===== src/rtl/slot_sched_pkg.sv =====
package slot_sched_pkg;
  localparam int unsigned CTRL_EN_BIT = 31;
  localparam int unsigned ENTRY_W     = 8;

  typedef struct packed {
    logic       rx;
    logic [6:0] ch;
  } slot_t;
endpackage


===== src/rtl/slot_sched_regs.sv =====
module slot_sched_regs
  import slot_sched_pkg::*;
#(
  parameter int unsigned ADDR_W = 12,
  parameter int unsigned IDX_W  = 8,
  parameter int unsigned WORDS  = 64,
  parameter int unsigned WIDX_W = 6
) (
  input  logic              clk_i,
  input  logic              rst_ni,
  input  logic              reg_en_i,
  input  logic              reg_we_i,
  input  logic [ADDR_W-1:0] reg_addr_i,
  input  logic [31:0]       reg_wdata_i,
  output logic [31:0]       reg_rdata_o,
  output logic              en_o,
  output logic [IDX_W-1:0]  last_o,
  input  logic [IDX_W-1:0]  rd_idx_i,
  output logic [7:0]        rd_entry_o
);
  logic [31:0]       tbl_q [WORDS];
  logic              en_q;
  logic [IDX_W-1:0]  last_q;
  logic [31:0]       rdata_q;
  logic              ctrl_hit, tbl_hit, wr, rd;
  logic [WIDX_W-1:0] widx;
  logic [31:0]       rd_mux, cur_word;

  assign wr       = reg_en_i & reg_we_i;
  assign rd       = reg_en_i & ~reg_we_i;
  assign ctrl_hit = (reg_addr_i == '0);
  assign widx     = reg_addr_i[WIDX_W+1:2];

  // table window: top address bit set, no bits between window and word index
  generate
    if (ADDR_W - 2 > WIDX_W + 2) begin : g_hi
      assign tbl_hit = reg_addr_i[ADDR_W-1] && (reg_addr_i[ADDR_W-2:WIDX_W+2] == '0)
                       && (reg_addr_i[1:0] == 2'b00);
    end else begin : g_flat
      assign tbl_hit = reg_addr_i[ADDR_W-1] && (reg_addr_i[1:0] == 2'b00);
    end
  endgenerate

  always_ff @(posedge clk_i or negedge rst_ni) begin
    if (!rst_ni) begin
      en_q   <= 1'b0;
      last_q <= '0;
    end else if (wr && ctrl_hit) begin
      en_q   <= reg_wdata_i[CTRL_EN_BIT];
      last_q <= reg_wdata_i[IDX_W-1:0];
    end
  end

  always_ff @(posedge clk_i or negedge rst_ni) begin
    if (!rst_ni) begin
      for (int w = 0; w < int'(WORDS); w++) tbl_q[w] <= '0;
    end else if (wr && tbl_hit) begin
      tbl_q[widx] <= reg_wdata_i;
    end
  end

  always_comb begin
    rd_mux = '0;
    if (ctrl_hit) begin
      rd_mux[CTRL_EN_BIT] = en_q;
      rd_mux[IDX_W-1:0]   = last_q;
    end else if (tbl_hit) begin
      rd_mux = tbl_q[widx];
    end
  end

  always_ff @(posedge clk_i or negedge rst_ni) begin
    if (!rst_ni)  rdata_q <= '0;
    else if (rd)  rdata_q <= rd_mux;
  end

  assign cur_word    = tbl_q[rd_idx_i[IDX_W-1:2]];
  assign rd_entry_o  = cur_word[8*rd_idx_i[1:0] +: 8];
  assign reg_rdata_o = rdata_q;
  assign en_o        = en_q;
  assign last_o      = last_q;
endmodule


===== src/rtl/slot_sched_walk.sv =====
module slot_sched_walk #(
  parameter int unsigned IDX_W = 8
) (
  input  logic             clk_i,
  input  logic             rst_ni,
  input  logic             en_i,
  input  logic [IDX_W-1:0] last_i,
  output logic [IDX_W-1:0] ptr_o
);
  logic [IDX_W-1:0] ptr_q;

  always_ff @(posedge clk_i or negedge rst_ni) begin
    if (!rst_ni)               ptr_q <= '0;
    else if (!en_i)            ptr_q <= '0;
    else if (ptr_q >= last_i)  ptr_q <= '0;  // also covers last lowered mid-walk
    else                       ptr_q <= ptr_q + 1'b1;
  end

  assign ptr_o = ptr_q;
endmodule


===== src/rtl/slot_sched_grant.sv =====
module slot_sched_grant
  import slot_sched_pkg::*;
#(
  parameter int unsigned NUM_CH = 32,
  parameter int unsigned CH_W   = 5
) (
  input  logic              clk_i,
  input  logic              rst_ni,
  input  logic              en_i,
  input  logic [7:0]        entry_i,
  input  logic [NUM_CH-1:0] tx_req_i,
  input  logic [NUM_CH-1:0] rx_req_i,
  output logic              valid_o,
  output logic [CH_W-1:0]   ch_o,
  output logic              rx_o
);
  slot_t           slot;
  logic            in_range, hit;
  logic            valid_q, rx_q;
  logic [CH_W-1:0] ch_q;

  assign slot     = slot_t'(entry_i);
  assign in_range = (32'(slot.ch) < NUM_CH);

  always_comb begin
    hit = 1'b0;
    if (in_range) hit = slot.rx ? rx_req_i[slot.ch[CH_W-1:0]] : tx_req_i[slot.ch[CH_W-1:0]];
  end

  always_ff @(posedge clk_i or negedge rst_ni) begin
    if (!rst_ni) begin
      valid_q <= 1'b0;
      ch_q    <= '0;
      rx_q    <= 1'b0;
    end else begin
      valid_q <= en_i & hit;
      if (en_i & hit) begin
        ch_q <= slot.ch[CH_W-1:0];
        rx_q <= slot.rx;
      end
    end
  end

  assign valid_o = valid_q;
  assign ch_o    = ch_q;
  assign rx_o    = rx_q;
endmodule


===== src/rtl/slot_sched.sv =====
module slot_sched
  import slot_sched_pkg::*;
#(
  parameter int unsigned NUM_CH      = 32,
  parameter int unsigned MAX_ENTRIES = 256,
  parameter int unsigned ADDR_W      = 12,
  localparam int unsigned IDX_W      = $clog2(MAX_ENTRIES),
  localparam int unsigned WORDS      = MAX_ENTRIES / 4,
  localparam int unsigned WIDX_W     = $clog2(WORDS),
  localparam int unsigned CH_W       = (NUM_CH > 1) ? $clog2(NUM_CH) : 1
) (
  input  logic              clk_i,
  input  logic              rst_ni,
  input  logic              reg_en_i,
  input  logic              reg_we_i,
  input  logic [ADDR_W-1:0] reg_addr_i,
  input  logic [31:0]       reg_wdata_i,
  output logic [31:0]       reg_rdata_o,
  input  logic [NUM_CH-1:0] tx_req_i,
  input  logic [NUM_CH-1:0] rx_req_i,
  output logic              grant_valid_o,
  output logic [CH_W-1:0]   grant_ch_o,
  output logic              grant_rx_o
);
  logic             en_w;
  logic [IDX_W-1:0] last_w;
  logic [IDX_W-1:0] ptr_w;
  logic [7:0]       entry_w;

  slot_sched_regs #(
    .ADDR_W (ADDR_W),
    .IDX_W  (IDX_W),
    .WORDS  (WORDS),
    .WIDX_W (WIDX_W)
  ) u_regs (
    .clk_i       (clk_i),
    .rst_ni      (rst_ni),
    .reg_en_i    (reg_en_i),
    .reg_we_i    (reg_we_i),
    .reg_addr_i  (reg_addr_i),
    .reg_wdata_i (reg_wdata_i),
    .reg_rdata_o (reg_rdata_o),
    .en_o        (en_w),
    .last_o      (last_w),
    .rd_idx_i    (ptr_w),
    .rd_entry_o  (entry_w)
  );

  slot_sched_walk #(
    .IDX_W (IDX_W)
  ) u_walk (
    .clk_i  (clk_i),
    .rst_ni (rst_ni),
    .en_i   (en_w),
    .last_i (last_w),
    .ptr_o  (ptr_w)
  );

  slot_sched_grant #(
    .NUM_CH (NUM_CH),
    .CH_W   (CH_W)
  ) u_grant (
    .clk_i    (clk_i),
    .rst_ni   (rst_ni),
    .en_i     (en_w),
    .entry_i  (entry_w),
    .tx_req_i (tx_req_i),
    .rx_req_i (rx_req_i),
    .valid_o  (grant_valid_o),
    .ch_o     (grant_ch_o),
    .rx_o     (grant_rx_o)
  );
endmodule


===== config.mk =====
export PLATFORM = sky130hd
export DESIGN_NAME = slot_sched
export DESIGN_NICKNAME = d
export VERILOG_FILES = /design/src/rtl/slot_sched_pkg.sv /design/src/rtl/slot_sched_regs.sv /design/src/rtl/slot_sched_walk.sv /design/src/rtl/slot_sched_grant.sv /design/src/rtl/slot_sched.sv
export SDC_FILE = /design/constraint.sdc
export NUM_CORES = 2
export LEC_CHECK = 0
export BUFFER_PORTS_ARGS = -buffer_cell sky130_fd_sc_hd__buf_2
export CAP_MARGIN = 20
export CORE_ASPECT_RATIO = 1.25
export CORE_MARGIN = 2
export CORE_UTILIZATION = 55
export DETAILED_ROUTE_END_ITERATION = 8
export PLACE_DENSITY_LB_ADDON = 0.05
export SLEW_MARGIN = 5
export SYNTH_ARGS = -nofsm -noshare
export SYNTH_HDL_FRONTEND = slang
export SYNTH_HIERARCHICAL = 1
export SYNTH_SLANG_ARGS = --single-unit
export TNS_END_PERCENT = 20

===== constraint.sdc =====
create_clock -name clk_i -period 4.8 [get_ports clk_i]
set_input_delay 0.72 -clock clk_i [delete_from_list [all_inputs] [get_ports clk_i]]
set_output_delay 0.72 -clock clk_i [all_outputs]
set_load 0.02 [all_outputs]

==> results.py <==
metrics = {
    "timing": {
        "setup_slack_ns": -0.01476,
        "max_freq_ghz": 0.2077,
        "layout_min_cycle_time_ns": 4.815,
        "fin_skew_ns": 0.03597,
        "setup_violations": 5,
        "slew_violations": 0,
        "hold_violations": 0,
        "worst_pin_slew_ns": 1.283,
        "period_share_pct": 100.3,
        "fin_setup_tns_ns": -0.04203,
        "relSlewSlack_pct": 14.44,
    },
    "cts": {
        "clkLatencyLatePin_ns": 0.90,
        "clk_path_buf_depth": 3,
        "h-tree-depth": 4,
        "clk_pin_slew_ns": 0.07,
        "cts_root_buffer": "clkbuf_16",
        "cts_buffers": 213,
        "clock-sinks": 2104,
        "tritoncts": "yes",
    },
    "place": {
        "placed_cells": 10240,
        "placed_area_um2": 113400,
        "hpwlAfterDp_mm": 273.1,
        "gp_congestion": 0.9236,
        "port_buffers": 150,
    },
    "run_status": {
        "outcome": "finished with violations",
        "violations": "negative setup slack",
    },
    "yosys": {
        "ys_warn_count": 6,
        "synth_edf_count": 0,
        "synth_cell_types": 77,
        "synthesis.area_um2": 107600,
        "avgSynthCellArea_um2": 13.64,
        "ys.flop_type": "dfrtp_1",
        "synth_seq_cells": 2104,
        "synth-seq-area-share_pct": 48.94,
        "async_flop_share_pct": 100.0,
        "synthesis.instances": 7889,
        "synth_nets": 8010,
    },
    "power": {
        "internal_power_uw": 28250,
        "power_switching_share_pct": 23.53,
        "p_seq_share_pct": 48.2,
        "power.density_nw_per_um2": 303.7,
        "leakage_uw": 0.05438,
        "ir_drop_uv": 416.6,
        "combPwrFrac_pct": 4.1,
        "switchingPower_uw": 8690,
        "clockPowerShare_pct": 47.7,
    },
    "critical_path": {
        "worstPathMaxFanout": 17,
        "rr_endpoint": "u_grant/ch_o[3]",
        "crit_required_ns": 5.56,
        "cp-end-kind": "flop",
        "worstReg2RegStart": "u_walk/ptr_o[2]",
        "critPathArrivalTime_ns": 5.58,
        "crit_path_start": "u_walk/ptr_o[2]",
        "r2r_setup_slack_ns": -0.01,
        "reg2regPathDepth": 16,
        "crit_path_start_kind": "flop",
        "path_class": "reg -> reg",
        "endpoint": "u_grant/ch_o[3]",
    },
    "finish": {
        "layout.nets": 8064,
        "drive_gt1_share_pct": 45.26,
        "final_util_pct": 62.52,
        "design_area_um2": 121600,
        "syn_to_final_growth_pct": 13.05,
        "ff_latch_area_um2": 52660,
        "final_cells": 10700,
        "fill_cells": 14930,
        "multi_input_area_um2": 51360,
    },
    "detailed_routing": {
        "drcViolationCount": 0,
        "wl_per_cell_um": 41.76,
        "dr_total_vias": 82190,
        "via_per_inst": 7.683,
        "drtIter0Drc": 11580,
        "wirelength_mm": 446.8,
        "final_antenna_net_count": 0,
        "drt-pass1-iter-count": 7,
    },
    "worst_hold_path": {
        "min_path_cells": 2,
        "hp-class": "in -> reg",
    },
    "global_routing": {
        "grt_pass1_wl_mm": 630.6,
        "grt_max_degree": 125,
        "grt_pass1_vias": 81840,
        "overflow": 0,
        "track_usage_pct": 44.56,
        "antenna_found_initial": 27,
    },
    "floorplan": {
        "die_area_um2": 199200,
        "initial_core_util_pct": 55.30,
        "dieHeight_um": 498.5,
        "chipWidth_um": 399.6,
        "pin_count": 151,
        "rows": 181,
        "core_area_um2": 194500,
    },
    "run": {
        "max_cap_viol_count": 0,
    },
}
-- power groups by stage --
| stage | registers (µW) | logic, µW | clock network [µW] |
|---|---|---|---|
| 2_1_floorplan | 18100 | 512 | 0 |
| 3_3_place_gp | 18100 | 1420 | 0 |
| 3_5_place_dp | 18100 | 1430 | 0 |
| 4_1_cts | 17800 | 1440 | 17700 |
| 5_1_grt | 17800 | 1570 | 18500 |
| 6_report | 17800 | 1510 | 17600 |
-- cells by family (layout without fill, tap and decap cells) --
logic type,after synthesis,in the layout,synth area share [%]
AOI/OAI and AO/OA,1731,1731,11.83
xor gates and xnor gates,6,6,0.04885
adders and majority gates,9,9,0.1047
buffers and inverters,900,1129,4.071
DFF,2104,2104,48.94
muxes,2675,2675,32.59
other,0,18,0
and+or+nand+nor,464,464,2.420
-- per-stage QoR --
step | hold slack (ns) | setup slack, ns | power, µW
after floorplan | 0.4244 | 0.7143 | 18640
after global placement | 0.4682 | -1.012 | 19560
after detailed placement | 0.4721 | -0.5660 | 19570
after CTS | 0.4485 | 0.01688 | 36970
after global routing | 0.2237 | -0.02008 | 37830
final | 0.2217 | -0.01476 | 36940
-- critical path: stages, from the launching register on --
cell	delay (ns)
dfrtp_4	0.55
buf_12	0.20
buf_16	0.16
buf_16	0.17
buf_4	0.13
mux4_2	0.53
a22oi_1	0.16
a21oi_1	0.16
a21oi_1	0.13
nor3b_2	0.58
nor4_1	0.16
nor2_2	0.38
buf_6	0.21
nand2_1	0.06
or4_4	0.57
nand2_4	0.15
mux2_4	0.31
-- how the worst min path moves through the flow --
stage / from / endpoint / slack (ns)
floorplan: rst_ni / u_grant/ch_o[0] / 0.42
global placement: u_regs/reg_rdata_o[23] / u_regs/reg_rdata_o[23] / 0.47
detailed placement: u_regs/reg_rdata_o[9] / u_regs/reg_rdata_o[9] / 0.47
CTS: reg_en_i / u_regs/reg_rdata_o[22] / 0.45
global route: reg_wdata_i[14] / u_regs/tbl_q[1134] / 0.22
finish: reg_wdata_i[14] / u_regs/tbl_q[1134] / 0.22
-- synth_stat cells (8+ instances only) --
master / number / area (µm²)
mux4_2: 436 / 9819
mux4_1: 14 / 367.9
o22ai_1: 57 / 356.6
nor4_1: 34 / 212.7
mux2_2: 2005 / 22580
buf_4: 25 / 187.7
a21oi_1: 163 / 815.8
and4_1: 8 / 70.07
a41oi_1: 116 / 1016
buf_2: 350 / 1752
mux2_1: 54 / 608.1
mux2i_1: 161 / 1612
a22o_1: 45 / 394.1
a2111oi_0: 18 / 157.7
inv_1: 10 / 37.54
and3_1: 16 / 100.1
ha_1: 9 / 112.6
nor2_1: 74 / 277.8
a221oi_1: 11 / 96.34
nor3_1: 36 / 180.2
dfrtp_1: 2104 / 52650
o221ai_1: 29 / 254.0
buf_6: 48 / 540.5
o21ai_0: 47 / 235.2
clkbuf_1: 396 / 1486
nand2b_1: 13 / 81.33
nand4_1: 147 / 919.6
nor3b_1: 8 / 60.06
a22oi_1: 1207 / 9061
nand3_1: 16 / 80.08
buf_1: 63 / 236.5
nand2_1: 65 / 244.0
-- cell usage in the layout (no fill, tap or decap), types with 16 or more instances in the layout --
master	instances
dfrtp_1	2099
mux2_2	2005
a22oi_1	1207
mux4_2	436
buf_4	433
clkbuf_16	219
a21oi_1	163
mux2i_1	161
buf_2	149
nand4_1	147
buf_12	125
a41oi_1	116
o22ai_1	56
mux2_1	54
clkbuf_8	49
clkinv_2	46
o21ai_0	46
a22o_1	45
clkbuf_1	40
nor2_4	39
nand2_1	35
nor2_1	33
nor3_1	33
nand2_4	30
o221ai_1	29
bufinv_16	22
nor4_1	19
diode_2	18
a2111oi_0	16
-- flip-flops by register name (all words and copies together) (netlist names) --
name / count
u_regs/tbl_q: 2048
u_regs/reg_rdata_o: 32
u_regs/last_o: 8
u_walk/ptr_o: 8
u_grant/ch_o: 5
u_grant/rx_o: 1
u_grant/valid_o: 1
u_regs/en_o: 1
-- layout make-up --
cell class | count | area share [%]
multi-input combinational | 4885 | 42.23
timing repair buffer | 729 | 5.755
tap | 2562 | 2.636
sequential | 2104 | 43.30
antenna | 18 | 0.03704
clock buffer | 306 | 5.143
clock inverter | 84 | 0.8672
inverter | 10 | 0.03086
-- metal layers --
metal | global-route usage (%) | part of all wire [%] | vias up
li1 | - | - | 31060
met1 | 56.88 | 36 | 43120
met2 | 64.32 | 43 | 6230
met3 | 14.39 | 12 | 1748
met4 | 30.85 | 8.3 | 32
met5 | 0 | 0.049 | -
-- timing repair --
action,4_1_cts,5_1_grt
hold buffers,1,0
cloned,3,2
endpoints found under the hold margin,82,0
setup endpoints to repair,7,5
gates resized for setup,21,18
buffers inserted,0,27
pin swaps,3,2
No activity file was read; power rests on OpenSTA's default activity.
